$ cat src/rtl/cbfg_pkg.sv
package cbfg_pkg;

    localparam int K_W   = 7;
    localparam int K_MAX = 80;

    typedef enum logic {
        MODE_FIFO   = 1'b0,
        MODE_RANDOM = 1'b1
    } rd_mode_e;

    typedef struct packed {
        logic collide;
        logic near_empty;
        logic near_full;
    } flag_set_t;

    function automatic logic [K_W-1:0] clamp_k(input logic [K_W-1:0] k);
        return (k > K_W'(K_MAX)) ? K_W'(K_MAX) : k;
    endfunction

endpackage

$ cat src/rtl/cbfg_thr.sv
module cbfg_thr
    import cbfg_pkg::*;
#(
    parameter int DEPTH = 1 << 20
) (
    input  logic                     clk,
    input  logic                     rst,
    input  logic                     load_i,
    input  logic [K_W-1:0]           k_i,
    output logic [$clog2(DEPTH):0]   thr_o
);
    localparam int PTR_W = $clog2(DEPTH);
    localparam int DW    = PTR_W + 1;
    localparam int PW    = PTR_W + K_W + 1;

    logic [PW-1:0] prod;
    logic [DW-1:0] thr_d;
    logic [DW-1:0] thr_q;

    always_comb begin
        prod  = PW'(clamp_k(k_i)) * PW'(DEPTH);
        thr_d = DW'(prod / PW'(K_MAX));
    end

    always_ff @(posedge clk) begin
        if (rst)
            thr_q <= '0;
        else if (!load_i)
            thr_q <= thr_d;
    end

    assign thr_o = thr_q;

    // latched threshold is frozen while configuration is closed
    a_r5_thr_frozen: assert property (@(posedge clk) disable iff (rst)
        load_i |=> $stable(thr_q));

endmodule

$ cat src/rtl/cbfg_flags.sv
module cbfg_flags
    import cbfg_pkg::*;
#(
    parameter int DEPTH = 1 << 20
) (
    input  logic                         clk,
    input  logic                         rst,
    input  logic [$clog2(DEPTH)-1:0]     wr_ptr_i,
    input  logic [$clog2(DEPTH)-1:0]     rd_ptr_i,
    input  logic [$clog2(DEPTH):0]       empty_thr_i,
    input  logic [$clog2(DEPTH):0]       full_thr_i,
    output flag_set_t                    flags_o
);
    localparam int PTR_W = $clog2(DEPTH);
    localparam int DW    = PTR_W + 1;

    function automatic logic [DW-1:0] ring_dist(input logic [PTR_W-1:0] a,
                                                input logic [PTR_W-1:0] b);
        if (a >= b)
            return {1'b0, a} - {1'b0, b};
        else
            return {1'b0, a} + DW'(DEPTH) - {1'b0, b};
    endfunction

    logic [DW-1:0] gap;
    logic [DW-1:0] lead;
    flag_set_t     flg_d;
    flag_set_t     flg_q;

    always_comb begin
        gap              = ring_dist(wr_ptr_i, rd_ptr_i);
        lead             = ring_dist(rd_ptr_i, wr_ptr_i);
        flg_d.collide    = (wr_ptr_i == rd_ptr_i);
        flg_d.near_empty = (gap  < empty_thr_i);
        flg_d.near_full  = (lead < full_thr_i);
    end

    always_ff @(posedge clk) begin
        if (rst)
            flg_q <= '0;
        else
            flg_q <= flg_d;
    end

    assign flags_o = flg_q;

    // equal pointers raise the collision flag one cycle later
    a_r1_collide_set: assert property (@(posedge clk) disable iff (rst)
        (wr_ptr_i == rd_ptr_i) |=> flg_q.collide);
    a_r1_collide_clr: assert property (@(posedge clk) disable iff (rst)
        (wr_ptr_i != rd_ptr_i) |=> !flg_q.collide);
    // a zero threshold keeps the almost-empty flag low
    a_r2_empty_off: assert property (@(posedge clk) disable iff (rst)
        (empty_thr_i == '0) |=> !flg_q.near_empty);

endmodule

$ cat src/rtl/cbfg_gate.sv
module cbfg_gate
    import cbfg_pkg::*;
(
    input  logic     clk,
    input  logic     rst,
    input  logic     load_i,
    input  logic     ptr_jump_i,
    input  logic     rd_en_i,
    input  rd_mode_e mode_i,
    input  logic     ptr_eq_i,
    output logic     rd_adv_o,
    output logic     flags_ok_o
);
    logic hold_off_q;

    always_ff @(posedge clk) begin
        if (rst)
            hold_off_q <= 1'b0;
        else if (ptr_jump_i && load_i)
            hold_off_q <= 1'b1;
    end

    always_comb begin
        rd_adv_o = 1'b0;
        if (rd_en_i) begin
            unique case (mode_i)
                MODE_RANDOM: rd_adv_o = 1'b1;
                MODE_FIFO:   rd_adv_o = hold_off_q || !ptr_eq_i;
                default:     rd_adv_o = 1'b0;
            endcase
        end
    end

    assign flags_ok_o = !hold_off_q;

    // qualified jump invalidates flags from the next cycle
    a_r9_jump_kills: assert property (@(posedge clk) disable iff (rst)
        (ptr_jump_i && load_i) |=> !flags_ok_o);
    // invalidation is sticky until reset
    a_r9_sticky: assert property (@(posedge clk) disable iff (rst)
        !flags_ok_o |=> !flags_ok_o);
    // without load, a jump leaves validity untouched
    a_r10_no_effect: assert property (@(posedge clk) disable iff (rst)
        (flags_ok_o && !(ptr_jump_i && load_i)) |=> flags_ok_o);
    // active hold in FIFO mode blocks the advance on equality
    a_r6_halt: assert property (@(posedge clk) disable iff (rst)
        (mode_i == MODE_FIFO && flags_ok_o && ptr_eq_i) |-> !rd_adv_o);
    // no advance without an enable
    a_r7_needs_en: assert property (@(posedge clk) disable iff (rst)
        rd_adv_o |-> rd_en_i);

endmodule

$ cat src/rtl/cbuf_flag_gen.sv
module cbuf_flag_gen
    import cbfg_pkg::*;
#(
    parameter int DEPTH = 1 << 20,
    localparam int PTR_W = $clog2(DEPTH)
) (
    input  logic             clk,
    input  logic             rst,
    input  logic [PTR_W-1:0] wr_ptr_i,
    input  logic [PTR_W-1:0] rd_ptr_i,
    input  logic             load_i,
    input  logic             ptr_jump_i,
    input  logic             rd_en_i,
    input  logic             rand_mode_i,
    input  logic [K_W-1:0]   empty_k_i,
    input  logic [K_W-1:0]   full_k_i,
    output logic             collide_o,
    output logic             near_empty_o,
    output logic             near_full_o,
    output logic             rd_adv_o,
    output logic             flags_ok_o
);
    localparam int DW    = PTR_W + 1;
    localparam int N_THR = 2;

    logic [K_W-1:0] k_sel [N_THR];
    logic [DW-1:0]  thr   [N_THR];
    flag_set_t      flags;

    assign k_sel[0] = empty_k_i;
    assign k_sel[1] = full_k_i;

    for (genvar g = 0; g < N_THR; g++) begin : g_thr
        cbfg_thr #(.DEPTH(DEPTH)) u_thr (
            .clk    (clk),
            .rst    (rst),
            .load_i (load_i),
            .k_i    (k_sel[g]),
            .thr_o  (thr[g])
        );
    end

    cbfg_flags #(.DEPTH(DEPTH)) u_flags (
        .clk         (clk),
        .rst         (rst),
        .wr_ptr_i    (wr_ptr_i),
        .rd_ptr_i    (rd_ptr_i),
        .empty_thr_i (thr[0]),
        .full_thr_i  (thr[1]),
        .flags_o     (flags)
    );

    cbfg_gate u_gate (
        .clk        (clk),
        .rst        (rst),
        .load_i     (load_i),
        .ptr_jump_i (ptr_jump_i),
        .rd_en_i    (rd_en_i),
        .mode_i     (rd_mode_e'(rand_mode_i)),
        .ptr_eq_i   (wr_ptr_i == rd_ptr_i),
        .rd_adv_o   (rd_adv_o),
        .flags_ok_o (flags_ok_o)
    );

    assign collide_o    = flags.collide;
    assign near_empty_o = flags.near_empty;
    assign near_full_o  = flags.near_full;

endmodule

$ cat config.mk
export PLATFORM = sky130hd
export DESIGN_NAME = cbuf_flag_gen
export DESIGN_NICKNAME = d
export VERILOG_FILES = /design/src/rtl/cbfg_pkg.sv /design/src/rtl/cbfg_thr.sv /design/src/rtl/cbfg_flags.sv /design/src/rtl/cbfg_gate.sv /design/src/rtl/cbuf_flag_gen.sv
export SDC_FILE = /design/constraint.sdc
export NUM_CORES = 1
export LEC_CHECK = 0
export BUFFER_PORTS_ARGS = -buffer_cell sky130_fd_sc_hd__buf_2
export CORE_MARGIN = 3
export CORE_UTILIZATION = 30
export DETAILED_ROUTE_END_ITERATION = 12
export PLACE_DENSITY_LB_ADDON = 0.08
export SKIP_LAST_GASP = 1
export SLEW_MARGIN = 20
export SYNTH_ARGS = -nofsm -noshare
export SYNTH_HDL_FRONTEND = slang
export SYNTH_SLANG_ARGS = --single-unit
$ cat constraint.sdc
create_clock -name clk -period 20.2 [get_ports clk]
set_input_delay 3.03 -clock clk [delete_from_list [all_inputs] [get_ports clk]]
set_output_delay 3.03 -clock clk [all_outputs]
set_load 0.05 [all_outputs]
==> impl_metrics.yaml <==
run_status:
  status: "completed"
placement:
  dp_hpwl_um: 28300
  portBuffers: 64
  gp_congestion: 0.833
  place_area_um2: 12800
worst_setup_path:
  slowest_delay_ps: 680
  cp.required_ps: 20380
  worstSetupPathType: "input port to flip-flop"
  start_kind: "input port"
  r2r-start: "g_thr[0].u_thr.thr_o[1]$_SDFFE_PP0N_"
  cp.arrival_ps: 19320
  cp_slowest_cell: "or4b_2"
  rr_worst_depth: 28
  cp_max_fo: 11
  reg2reg_slack_ps: 16410
  crit_path_end_kind: "flip-flop"
  cpMostUsedCell: "ha_4"
  r2r-end: "u_flags.flags_o[1]$_SDFF_PP0_"
routing:
  wl_met2_um: 16400
  vias: 11800
  ant_nets: 0
  met1_length_um: 17200
  drtIter0Drc: 531
  drtPass1Iterations: 5
  viasPerCell: 5.44
  top_layer: "met4"
  drc: 0
  post_drt_wl_per_cell_um: 16.0
  wirelength_um: 34900
  route.met3.wl_um: 982
logic_synthesis:
  netlist_area_um2: 11400
  yosys_most_used_dff: "dfxtp_1"
  synth-edff-count: 0
  synth_async_sr_flop_share_pct: 0
  ys_warn_count: 0
  synth_top_area_share_pct: 12.6
  synth_cells: 1567
  synth_fp_nets: 1743
  yosys.area.top_type: "ha_1"
  synthTopCellsByArea: "ha_1, dfxtp_1, a21oi_1"
  synth_common_cells: "nor2_1, inv_1, a21oi_1, ha_1, nand2_1"
  yosysMostFrequentCell: "nor2_1"
  ys_types: 139
  synth_seq_cells: 46
  synth_area_per_cell_um2: 7.25
  yosysSeqAreaShare_pct: 8.10
sta:
  worstMarginPinSlew_ps: 895
  finClkSkew_ps: 8.94
  fin_crit_ps: 19140
  max_freq_ghz: 0.0522
  setup_viol: 0
  fin_crit_sh_pct: 94.7
  slew_headroom_pct: 40.2
  hold_violations: 0
  holdWs_ps: 471
  maxSlewViolCount: 0
cells_and_area:
  drive_gt1_share_pct: 22.6
  layout.nets: 1844
  n_fill_cell: 3977
  n_antenna_cell: 0
  syn2layout_area_growth_pct: 17.9
  fin_area_um2: 13400
die:
  start_util_pct: 30.7
  io_pins: 65
  die_y_um: 201
  dieWidth_um: 201
  die-area_um2: 40300
  placementRows: 70
  core_um2: 37000
min_path:
  min_path_type: "flip-flop to flip-flop"
  whs_path_depth: 2
  min_to: "g_thr[0].u_thr.thr_o[2]$_SDFFE_PP0N_"
  worstHoldStart: "g_thr[0].u_thr.thr_o[2]$_SDFFE_PP0N_"
grt:
  grt_max_degree: 68
  antenna_found_initial: 0
  grt_pass1_vias: 11400
  grt_overflow_total: 0
  track_usage_pct: 16.7
  grt_pass1_wl_um: 58000
cts:
  clock_path_buffers: 2
  clock_latency_ps: 300
  clkTransAtPathRegs_ps: 70
  h-tree-depth: 2
  cts_hold_repair.buffers: 0
  clock-sinks: 46
  tritoncts: "built"
  cts_root_buf: "clkbuf_16"
  numCtsBuffers: 5
job:
  cap_violations: 0
## flip-flops by register name, indices dropped and copies added (netlist names)
signal / flops
g_thr.u_thr.thr_o: 42
u_gate.hold_off_q: 1
u_flags.flags_o: 3
## worst max-delay path: cells and delay by family
kind	cells	cell delay (ps)
AO/OA/AOI/OAI	26	4810
XOR/XNOR	2	240
adder cells (fa/ha/maj)	15	4240
buffers and inverters	15	1240
multiplexers	1	320
AND/OR/NAND/NOR	32	5370
## metal layers
layer,track usage [%],up-vias
met1,23.4,5561
met3,1.18,14
met2,28.7,210
li1,-,6040
met5,0,-
met4,2.11,0
## cells in the final DEF, fill, tap and decap left out, types with 10 or more instances in the layout
cell type	netlist	routed
buf_2	20	58
xnor2_1	41	41
xor2_1	16	15
dfxtp_1	46	46
ha_1	114	90
o21ai_1	12	10
or2_2	12	12
nand4_1	16	16
inv_2	10	17
a211oi_1	44	40
o211a_1	13	13
nor2_2	3	10
a221oi_1	10	10
or3_1	11	10
a21o_1	18	18
buf_4	5	102
o22ai_1	13	13
nor2b_1	31	30
and2_1	27	25
o21bai_1	23	21
mux2i_1	17	17
nor3_1	40	39
nor2_1	151	140
o211ai_1	20	20
nor4_1	11	11
nand2_1	81	80
nand3_1	35	35
a21oi_1	135	130
o21ai_0	70	70
ha_4	0	23
and3_1	17	14
o31a_1	10	10
inv_1	145	137
nand2b_1	34	31
## area by class of cell
class	count	area [µm²]	share of cell area [%]
Clock buffer	5	125	0.933
Clock inverter	3	26.3	0.196
Inverter	158	606	4.52
Multi-Input combinational cell	1291	9990	74.5
Sequential cell	46	921	6.87
Tap cell	504	631	4.70
Timing Repair Buffer	166	1110	8.27
## what timing repair did
action                                  CTS  global route
endpoints found under the setup margin    0             5
buffers inserted                          0            29
gates resized for setup                   0            39
## per-stage QoR
step	instances	setup slack, ps	utilization, %	setup TNS, ps
3_3_place_gp	2136	227	34.7	0
2_1_floorplan	1567	-1.01	-	-1.01
6_report	2173	1060	36.3	0
4_1_cts	2144	209	35.1	0
5_1_grt	2173	-81.3	36.3	-81.3
3_5_place_dp	2136	-69.3	34.7	-69.3
## cell families (layout without fill, tap and decap cells)
family / Yosys count / after routing / share of synthesized area [%]
adders and majority gates: 116 / 116 / 12.9
muxes: 25 / 25 / 2.42
DFF: 46 / 46 / 8.10
and+or+nand+nor: 548 / 548 / 26.9
buffers and inverters: 230 / 332 / 8.77
xor gates and xnor gates: 59 / 59 / 4.73
AOI/OAI and AO/OA: 543 / 543 / 36.2
## worst max path at each step
stage	start	slack [ps]	to
detailed placement	full_k_i[3]	-70	g_thr[1].u_thr.thr_o[0]$_SDFFE_PP0N_
finish	full_k_i[3]	1060	g_thr[1].u_thr.thr_o[0]$_SDFFE_PP0N_
CTS	full_k_i[3]	210	g_thr[1].u_thr.thr_o[0]$_SDFFE_PP0N_
global placement	full_k_i[3]	230	g_thr[1].u_thr.thr_o[0]$_SDFFE_PP0N_
global route	full_k_i[3]	-80	g_thr[1].u_thr.thr_o[0]$_SDFFE_PP0N_
floorplan	full_k_i[3]	-1	g_thr[1].u_thr.thr_o[0]$_SDFFE_PP0N_
Power is left out: the tool's default activity adds up to more than one toggle a clock period on the data nets, which glitch-free logic cannot reach.
